[src/rtl/pwm_aq_pkg.sv]
package pwm_aq_pkg;

    typedef enum logic [1:0] {
        MODE_UP     = 2'd0,
        MODE_DOWN   = 2'd1,
        MODE_UPDOWN = 2'd2,
        MODE_FROZEN = 2'd3
    } cnt_mode_e;

    typedef enum logic [1:0] {
        ACT_NONE   = 2'd0,
        ACT_LOW    = 2'd1,
        ACT_HIGH   = 2'd2,
        ACT_TOGGLE = 2'd3
    } act_e;

    typedef enum logic [1:0] {
        LD_ZERO   = 2'd0,
        LD_PERIOD = 2'd1,
        LD_EITHER = 2'd2,
        LD_NEVER  = 2'd3
    } load_sel_e;

    typedef enum logic {
        DIR_UP   = 1'b0,
        DIR_DOWN = 1'b1
    } dir_e;

    // on_zero occupies the low two bits
    typedef struct packed {
        act_e on_b;
        act_e on_a;
        act_e on_zero;
    } act_cfg_t;

    localparam int          ADDR_W   = 3;
    localparam int          NUM_CH   = 2;
    localparam logic [2:0]  A_CTRL   = 3'd0;
    localparam logic [2:0]  A_PRD    = 3'd1;
    localparam logic [2:0]  A_CMPA   = 3'd2;
    localparam logic [2:0]  A_CMPB   = 3'd3;
    localparam logic [2:0]  A_CMPCTL = 3'd4;
    localparam logic [2:0]  A_ACTA   = 3'd5;
    localparam logic [2:0]  A_ACTB   = 3'd6;
    localparam logic [2:0]  A_CNT    = 3'd7;

endpackage

[src/rtl/pwm_aq_prescale.sv]
module pwm_aq_prescale #(
    parameter int IDX_W = 3
) (
    input  logic             clk,
    input  logic             rst_n,
    input  logic [IDX_W-1:0] div_idx,
    input  logic             restart,
    output logic             tick
);
    localparam int PC_W = (1 << IDX_W) - 1;

    logic [PC_W-1:0] pc_q;
    logic [PC_W-1:0] lim;

    always_comb lim = PC_W'((32'd1 << div_idx) - 32'd1);

    assign tick = (pc_q == lim);

    always_ff @(posedge clk or negedge rst_n) begin
        if (!rst_n)               pc_q <= '0;
        else if (restart || tick) pc_q <= '0;
        else                      pc_q <= pc_q + 1'b1;
    end
endmodule

[src/rtl/pwm_aq_timebase.sv]
module pwm_aq_timebase
    import pwm_aq_pkg::*;
#(
    parameter int CW = 16
) (
    input  logic          clk,
    input  logic          rst_n,
    input  logic          tick,
    input  cnt_mode_e     mode,
    input  logic [CW-1:0] prd,
    output logic [CW-1:0] cnt,
    output logic          step_en,
    output logic [CW-1:0] nxt_cnt,
    output logic          step_up
);
    dir_e          dir_q, dir_d;
    logic [CW-1:0] cnt_q;

    assign step_en = tick && (mode != MODE_FROZEN);
    assign cnt     = cnt_q;

    // state register
    always_ff @(posedge clk or negedge rst_n) begin
        if (!rst_n) begin
            dir_q <= DIR_UP;
            cnt_q <= '0;
        end else if (step_en) begin
            dir_q <= dir_d;
            cnt_q <= nxt_cnt;
        end
    end

    // next state and step outputs
    always_comb begin
        dir_d   = dir_q;
        nxt_cnt = cnt_q;
        step_up = 1'b0;
        unique case (mode)
            MODE_UP: begin
                dir_d   = DIR_UP;
                step_up = 1'b1;
                nxt_cnt = (cnt_q >= prd) ? '0 : cnt_q + 1'b1;
            end
            MODE_DOWN: begin
                dir_d   = DIR_DOWN;
                nxt_cnt = (cnt_q == '0) ? prd : cnt_q - 1'b1;
            end
            MODE_UPDOWN: begin
                if (prd == '0) begin
                    dir_d   = DIR_UP;
                    step_up = 1'b1;
                    nxt_cnt = '0;
                end else begin
                    unique case (dir_q)
                        DIR_UP: begin
                            if (cnt_q >= prd) begin
                                dir_d   = DIR_DOWN;
                                nxt_cnt = cnt_q - 1'b1;
                            end else begin
                                step_up = 1'b1;
                                nxt_cnt = cnt_q + 1'b1;
                            end
                        end
                        DIR_DOWN: begin
                            if (cnt_q == '0) begin
                                dir_d   = DIR_UP;
                                step_up = 1'b1;
                                nxt_cnt = CW'(1);
                            end else begin
                                nxt_cnt = cnt_q - 1'b1;
                            end
                        end
                    endcase
                end
            end
            MODE_FROZEN: begin
                nxt_cnt = cnt_q;
            end
        endcase
    end
endmodule

[src/rtl/pwm_aq_regs.sv]
module pwm_aq_regs
    import pwm_aq_pkg::*;
#(
    parameter int CW    = 16,
    parameter int IDX_W = 3
) (
    input  logic                    clk,
    input  logic                    rst_n,
    input  logic                    wr_en,
    input  logic [ADDR_W-1:0]       wr_addr,
    input  logic [CW-1:0]           wr_data,
    input  logic [ADDR_W-1:0]       rd_addr,
    output logic [CW-1:0]           rd_data,
    input  logic [CW-1:0]           cnt,
    input  logic                    step_en,
    input  logic [CW-1:0]           nxt_cnt,
    output cnt_mode_e               mode,
    output logic [IDX_W-1:0]        div_idx,
    output logic                    ctrl_wr,
    output logic [CW-1:0]           prd,
    output logic [NUM_CH-1:0][CW-1:0] cmp_v,
    output act_cfg_t                act_a,
    output act_cfg_t                act_b
);
    localparam int CTL_W  = 3;
    localparam int CCTL_W = CTL_W * NUM_CH;

    logic              hit_zero, hit_prd;
    logic [CCTL_W-1:0] cmpctl_rd;

    assign ctrl_wr  = wr_en && (wr_addr == A_CTRL);
    assign hit_zero = step_en && (nxt_cnt == '0);
    assign hit_prd  = step_en && (nxt_cnt == prd);

    always_ff @(posedge clk or negedge rst_n) begin
        if (!rst_n) begin
            mode    <= MODE_FROZEN;
            div_idx <= '0;
            prd     <= '0;
            act_a   <= '0;
            act_b   <= '0;
        end else if (wr_en) begin
            unique case (wr_addr)
                A_CTRL: begin
                    mode    <= cnt_mode_e'(wr_data[1:0]);
                    div_idx <= wr_data[IDX_W+1:2];
                end
                A_PRD:   prd   <= wr_data;
                A_ACTA:  act_a <= act_cfg_t'(wr_data[5:0]);
                A_ACTB:  act_b <= act_cfg_t'(wr_data[5:0]);
                default: ;
            endcase
        end
    end

    for (genvar i = 0; i < NUM_CH; i++) begin : g_cmp
        logic          shen_q;
        load_sel_e     lsel_q;
        logic [CW-1:0] shd_q, act_q;
        logic          ld_hit, wr_cmp;

        assign wr_cmp = wr_en && (wr_addr == (A_CMPA + 3'(i)));
        assign cmp_v[i] = act_q;
        assign cmpctl_rd[CTL_W*i +: CTL_W] = {lsel_q, shen_q};

        always_comb begin
            unique case (lsel_q)
                LD_ZERO:   ld_hit = hit_zero;
                LD_PERIOD: ld_hit = hit_prd;
                LD_EITHER: ld_hit = hit_zero || hit_prd;
                LD_NEVER:  ld_hit = 1'b0;
            endcase
        end

        always_ff @(posedge clk or negedge rst_n) begin
            if (!rst_n) begin
                shen_q <= 1'b0;
                lsel_q <= LD_ZERO;
                shd_q  <= '0;
                act_q  <= '0;
            end else begin
                if (wr_en && (wr_addr == A_CMPCTL)) begin
                    shen_q <= wr_data[CTL_W*i];
                    lsel_q <= load_sel_e'(wr_data[CTL_W*i+1 +: 2]);
                end
                if (wr_cmp) begin
                    shd_q <= wr_data;
                end
                if (wr_cmp && !shen_q) begin
                    act_q <= wr_data;
                end else if (shen_q && ld_hit) begin
                    act_q <= shd_q;
                end
            end
        end
    end

    always_comb begin
        rd_data = '0;
        unique case (rd_addr)
            A_CTRL: begin
                rd_data[1:0]       = mode;
                rd_data[IDX_W+1:2] = div_idx;
            end
            A_PRD:    rd_data = prd;
            A_CMPA:   rd_data = cmp_v[0];
            A_CMPB:   rd_data = cmp_v[1];
            A_CMPCTL: rd_data[CCTL_W-1:0] = cmpctl_rd;
            A_ACTA:   rd_data[5:0] = act_a;
            A_ACTB:   rd_data[5:0] = act_b;
            A_CNT:    rd_data = cnt;
        endcase
    end
endmodule

[src/rtl/pwm_aq_chan.sv]
module pwm_aq_chan
    import pwm_aq_pkg::*;
(
    input  logic     clk,
    input  logic     rst_n,
    input  logic     step_en,
    input  logic     ev_zero,
    input  logic     ev_a,
    input  logic     ev_b,
    input  act_cfg_t cfg,
    output logic     pwm
);
    act_e sel;

    // compare B first, then compare A, then zero
    always_comb begin
        sel = ACT_NONE;
        if (step_en) begin
            if (ev_b && (cfg.on_b != ACT_NONE))      sel = cfg.on_b;
            else if (ev_a && (cfg.on_a != ACT_NONE)) sel = cfg.on_a;
            else if (ev_zero)                        sel = cfg.on_zero;
        end
    end

    always_ff @(posedge clk or negedge rst_n) begin
        if (!rst_n) begin
            pwm <= 1'b0;
        end else begin
            unique case (sel)
                ACT_NONE:   pwm <= pwm;
                ACT_LOW:    pwm <= 1'b0;
                ACT_HIGH:   pwm <= 1'b1;
                ACT_TOGGLE: pwm <= ~pwm;
            endcase
        end
    end
endmodule

[src/rtl/pwm_dual_aq.sv]
module pwm_dual_aq
    import pwm_aq_pkg::*;
#(
    parameter int CW    = 16,
    parameter int IDX_W = 3
) (
    input  logic          clk,
    input  logic          rst_n,
    input  logic          wr_en,
    input  logic [2:0]    wr_addr,
    input  logic [CW-1:0] wr_data,
    input  logic [2:0]    rd_addr,
    output logic [CW-1:0] rd_data,
    output logic          pwm_a,
    output logic          pwm_b
);
    cnt_mode_e                 mode;
    logic [IDX_W-1:0]          div_idx;
    logic                      ctrl_wr, tick;
    logic [CW-1:0]             prd, cnt, nxt_cnt;
    logic                      step_en, step_up, ev_zero;
    logic [NUM_CH-1:0][CW-1:0] cmp_v;
    logic [NUM_CH-1:0]         ev_hit, pwm_q;
    act_cfg_t                  act_a, act_b;
    act_cfg_t                  cfg_v [NUM_CH];

    pwm_aq_regs #(.CW(CW), .IDX_W(IDX_W)) u_regs (
        .clk(clk), .rst_n(rst_n),
        .wr_en(wr_en), .wr_addr(wr_addr), .wr_data(wr_data),
        .rd_addr(rd_addr), .rd_data(rd_data),
        .cnt(cnt), .step_en(step_en), .nxt_cnt(nxt_cnt),
        .mode(mode), .div_idx(div_idx), .ctrl_wr(ctrl_wr),
        .prd(prd), .cmp_v(cmp_v), .act_a(act_a), .act_b(act_b)
    );

    pwm_aq_prescale #(.IDX_W(IDX_W)) u_pre (
        .clk(clk), .rst_n(rst_n), .div_idx(div_idx),
        .restart(ctrl_wr), .tick(tick)
    );

    pwm_aq_timebase #(.CW(CW)) u_tb (
        .clk(clk), .rst_n(rst_n), .tick(tick), .mode(mode), .prd(prd),
        .cnt(cnt), .step_en(step_en), .nxt_cnt(nxt_cnt), .step_up(step_up)
    );

    assign ev_zero  = (nxt_cnt == '0);
    assign cfg_v[0] = act_a;
    assign cfg_v[1] = act_b;

    for (genvar i = 0; i < NUM_CH; i++) begin : g_ch
        assign ev_hit[i] = step_up && (nxt_cnt == cmp_v[i]);

        pwm_aq_chan u_ch (
            .clk(clk), .rst_n(rst_n), .step_en(step_en),
            .ev_zero(ev_zero), .ev_a(ev_hit[0]), .ev_b(ev_hit[1]),
            .cfg(cfg_v[i]), .pwm(pwm_q[i])
        );
    end

    assign pwm_a = pwm_q[0];
    assign pwm_b = pwm_q[1];
endmodule

[config.mk]
export PLATFORM = sky130hd
export DESIGN_NAME = pwm_dual_aq
export DESIGN_NICKNAME = d
export VERILOG_FILES = /design/src/rtl/pwm_aq_pkg.sv /design/src/rtl/pwm_aq_prescale.sv /design/src/rtl/pwm_aq_timebase.sv /design/src/rtl/pwm_aq_regs.sv /design/src/rtl/pwm_aq_chan.sv /design/src/rtl/pwm_dual_aq.sv
export SDC_FILE = /design/constraint.sdc
export NUM_CORES = 1
export LEC_CHECK = 0
export ABC_CLOCK_PERIOD_IN_PS = 4000
export BUFFER_PORTS_ARGS = -buffer_cell sky130_fd_sc_hd__buf_2
export CORE_MARGIN = 2
export CORE_UTILIZATION = 30
export DETAILED_ROUTE_END_ITERATION = 6
export GPL_TIMING_DRIVEN = 1
export HOLD_SLACK_MARGIN = 0.06
export PLACE_DENSITY_LB_ADDON = 0.3
export SLEW_MARGIN = 20
export SYNTH_ARGS = -nofsm -noshare
export SYNTH_HDL_FRONTEND = slang
export SYNTH_SLANG_ARGS = --single-unit
[constraint.sdc]
create_clock -name clk -period 4 [get_ports clk]
set_input_delay 0.8 -clock clk [delete_from_list [all_inputs] [get_ports clk]]
set_output_delay 0.8 -clock clk [all_outputs]
set_load 0.005 [all_outputs]
==> flow_metrics.py <==
metrics = {
    "yosys": {
        "synth_cells": 1161,
        "synth-xor-area-share": 0.0610,
        "synth_mux_area_frac": 0.0776,
        "ys_async_sr_fraction": 1.00,
        "synth_compound_area_frac": 0.234,
        "synth_area_um2": 10100,
        "synth_edf_count": 0,
        "synth-seq-area-share": 0.321,
        "synthAdderAreaFrac": 0.0323,
        "synth_top_family_by_area": "compound AO/OA/AOI/OAI gates",
        "yosysUniqueCellTypes": 84,
        "ys_seq_elements": 129,
        "synth_simple_gate_area_frac": 0.214,
        "synth_nets": 1212,
        "syn_avg_cell_area_um2": 8.66,
        "yosys_warnings": 0,
        "synth_ff_type": "dfrtp_1",
    },
    "final_layout": {
        "drive_gt1_frac": 0.366,
        "area_delta_synth_final_pct": 39.7,
        "nFillCells": 3283,
        "final_cell_mix": "buf_4 (270), dfrtp_1 (126), nand2_1 (105), o21ai_0 (71), nor2_1 (63)",
        "antenna_cells": 0,
        "nNetsFinal": 1476,
        "layout_commonest_cell": "buf_4",
        "final_util": 0.422,
    },
    "clock_network": {
        "root_buffer": "clkbuf_16",
        "clock-sinks": 129,
        "cts_buffers": 17,
        "cts.path.max_buffers": 2,
        "clk_pin_slew_worst_paths_ps": 60,
        "h-tree-depth": 4,
        "cts_tree": "built",
        "clkLatencyLatePin_ps": 440,
        "cts_hold_buffers": 0,
    },
    "route": {
        "drt_iter0_markers": 863,
        "vias_per_cell": 5.57,
        "wirelength_um": 41700,
        "remaining_drc_errors": 0,
        "dr.pass1.iters": 5,
        "vias": 10506,
        "postRouteAntennaNets": 0,
        "wl_per_cell_um": 22.1,
    },
    "die": {
        "ios": 43,
        "rows": 67,
        "die_y_um": 187,
        "coreArea_um2": 33300,
        "chipWidth_um": 187,
        "initial_utilization": 0.302,
        "dieArea_um2": 35000,
    },
    "timing": {
        "fin_crit_sh": 1.09,
        "drv_slew": 0,
        "holdWs_ps": 407,
        "setup_slack_ps": -362,
        "rsz0062_at_grt": "true",
        "setup_violations": 34,
        "timing.fmax_mhz": 229,
        "fin_tns_setup_ps": -9400,
        "final_hold_viol_count": 0,
        "clock_skew_ps": 11.8,
        "min_period_ps": 4360,
        "slew_headroom": 0.451,
        "tightest_slew_ps": 818,
    },
    "worst_setup_path": {
        "path_class": "flop to flop",
        "critPathLaunchType": "flop",
        "crit_path_end_kind": "flop",
        "cp.required_ps": 4330,
        "cp.arrival_ps": 4690,
        "ff2ff_path_depth": 16,
        "r2r_start": "u_tb.cnt[12]",
        "cp_max_fo": 8,
        "r2r-end": "u_regs.g_cmp[1].act_q[1]",
        "worst-r2r-setup-slack_ps": -360,
    },
    "pwr": {
        "pwr-share-seq": 0.186,
        "combPwrFrac": 0.658,
        "p_sw_frac": 0.441,
        "powerDensity_nw_per_um2": 782,
        "power_switching_uw": 4840,
        "ir_drop_v": 0.000381,
        "p_total_uw": 11000,
        "p_leak_uw": 0.00593,
        "clockPowerShare": 0.156,
        "intPower_uw": 6150,
    },
    "grt": {
        "grt_first_pass_wirelength_um": 64000,
        "grt_max_degree": 86,
        "grt.total_usage": 0.238,
        "grt.overflow.total": 0,
        "antenna_found_initial": 0,
        "grt_pass1_vias": 10404,
    },
    "job": {
        "cap_violations": 0,
    },
    "placement": {
        "gp_congestion": 1.01,
        "dp_slack_ps": -716,
        "dp_hpwl_um": 31800,
        "io_buffers": 42,
    },
    "status": {
        "violations": "setup timing",
        "status": "finished, violations left",
    },
    "min_path": {
        "hold_path_class": "input port to async pin",
    },
}
==> through the flow <==
step                cell area (um^2)  cells
detailed placement             12600   1829
finish                         14100   1886
global placement               12600   1829
CTS                            13700   1877
floorplan                      10100   1161
global route                   14100   1886
==> worst max-delay path: stages (launching register included) <==
cell and delay, ps:
dfrtp_1 410, ha_4 280, and4_4 260, nand4_1 220
or4_4 540, buf_6 170, a311o_1 350, a31oi_4 230
nor3_2 70, nor4_2 270, buf_4 170, nand4_1 70
or4_4 530, o32ai_4 200, buf_6 180, nor3b_1 50
a311oi_1 260
==> flip-flops by register name, summed over array words and instances (netlist names), 3 cells and up <==
| name | cells |
|---|---|
| u_regs.div_idx | 3 |
| u_regs.act_b | 6 |
| u_pre.pc_q | 7 |
| u_tb.cnt | 16 |
| u_regs.g_cmp.lsel_q | 4 |
| u_regs.g_cmp.act_q | 32 |
| u_regs.g_cmp.shd_q | 32 |
| u_regs.prd | 16 |
| u_regs.act_a | 6 |
==> metal layers <==
layer | wire length (um) | track usage | up-vias
met2 | 18800 | 0.376 | 456
met5 | 0 | 0 | -
met3 | 2920 | 0.0353 | 87
met4 | 1560 | 0.0958 | 0
met1 | 18400 | 0.327 | 5111
li1 | - | - | 4852
==> worst max-delay path by stage <==
| stage | end | slack (ps) | startpoint |
|---|---|---|---|
| after floorplan | u_regs.g_cmp[1].act_q[3] | 20 | u_tb.cnt[0] |
| after global placement | u_regs.g_cmp[1].act_q[15] | -670 | u_regs.prd[13] |
| after detailed placement | u_regs.g_cmp[1].act_q[0] | -720 | u_regs.prd[13] |
| after CTS | u_regs.g_cmp[1].act_q[0] | -310 | u_tb.cnt[14] |
| after global routing | u_regs.g_cmp[1].act_q[1] | -500 | u_regs.prd[13] |
| final | u_regs.g_cmp[1].act_q[1] | -360 | u_tb.cnt[12] |
==> area by class of cell <==
cell class | instances | area (um^2) | share of cell area
inverters | 62 | 233 | 0.0166
well taps | 448 | 561 | 0.0399
flip-flops and latches | 129 | 3230 | 0.230
repair buffers | 335 | 2580 | 0.183
multi-input cells | 880 | 6820 | 0.485
clock inverters | 11 | 174 | 0.0124
clock buffers | 21 | 460 | 0.0328
==> logic make-up (layout without fill, tap and decap cells) <==
kind of cell,Yosys count,in the layout
simple gates,403,403
compound gates,317,317
buf+inv,152,429
flops,129,129
xor+xnor,70,70
mux,64,64
fa+ha+maj,26,26
==> cell usage after synthesis, types with 5 or more instances <==
cell type    n  area [um^2]
dfrtp_1    127         3180
nand2_1    105          394
and3_1       7         43.8
a211oi_1    18          135
nand3_1     20          100
or4_1       10         75.1
a21o_1      14          105
mux4_2       7          158
a21oi_1     56          280
a31oi_1     21          131
inv_1       62          233
mux2_2      42          473
nor4_1      31          194
nand4_1     39          244
nor2_1      67          251
and2_1      15         93.8
o31ai_1     13         97.6
o221a_1     12          135
nor3_1      30          150
nor3b_1     14          105
buf_2       12         60.1
nor2b_1      7         43.8
o21a_1       9         67.6
ha_1        26          325
clkbuf_1    67          251
nand2b_1    22          138
or2_2        5         31.3
o41ai_1      5         43.8
mux2i_1     15          150
or3_1        6         37.5
xnor2_1     48          420
o31a_1      15          131
a311oi_1     7         61.3
o221ai_1     8         70.1
xor2_1      22          193
o21ai_0     74          370
buf_1        7         26.3
o211ai_1    10         75.1
==> what timing repair did <==
| item | CTS | global route |
|---|---|---|
| buffers inserted | 16 | 9 |
| endpoints found under the hold margin | 0 | 0 |
| cloned | 0 | 1 |
| setup endpoints to repair | 34 | 34 |
| pin swaps | 49 | 30 |
| resized for setup | 58 | 50 |
==> power by group through the flow <==
| stage | logic [uW] | clock network (uW) | registers, uW |
|---|---|---|---|
| 5_1_grt | 7650 | 1800 | 2080 |
| 3_5_place_dp | 6350 | 0 | 2040 |
| 2_1_floorplan | 3290 | 0 | 1910 |
| 6_report | 7230 | 1720 | 2050 |
| 4_1_cts | 6770 | 1740 | 2030 |
| 3_3_place_gp | 6350 | 0 | 2030 |
(Power assumes the default switching activity.)
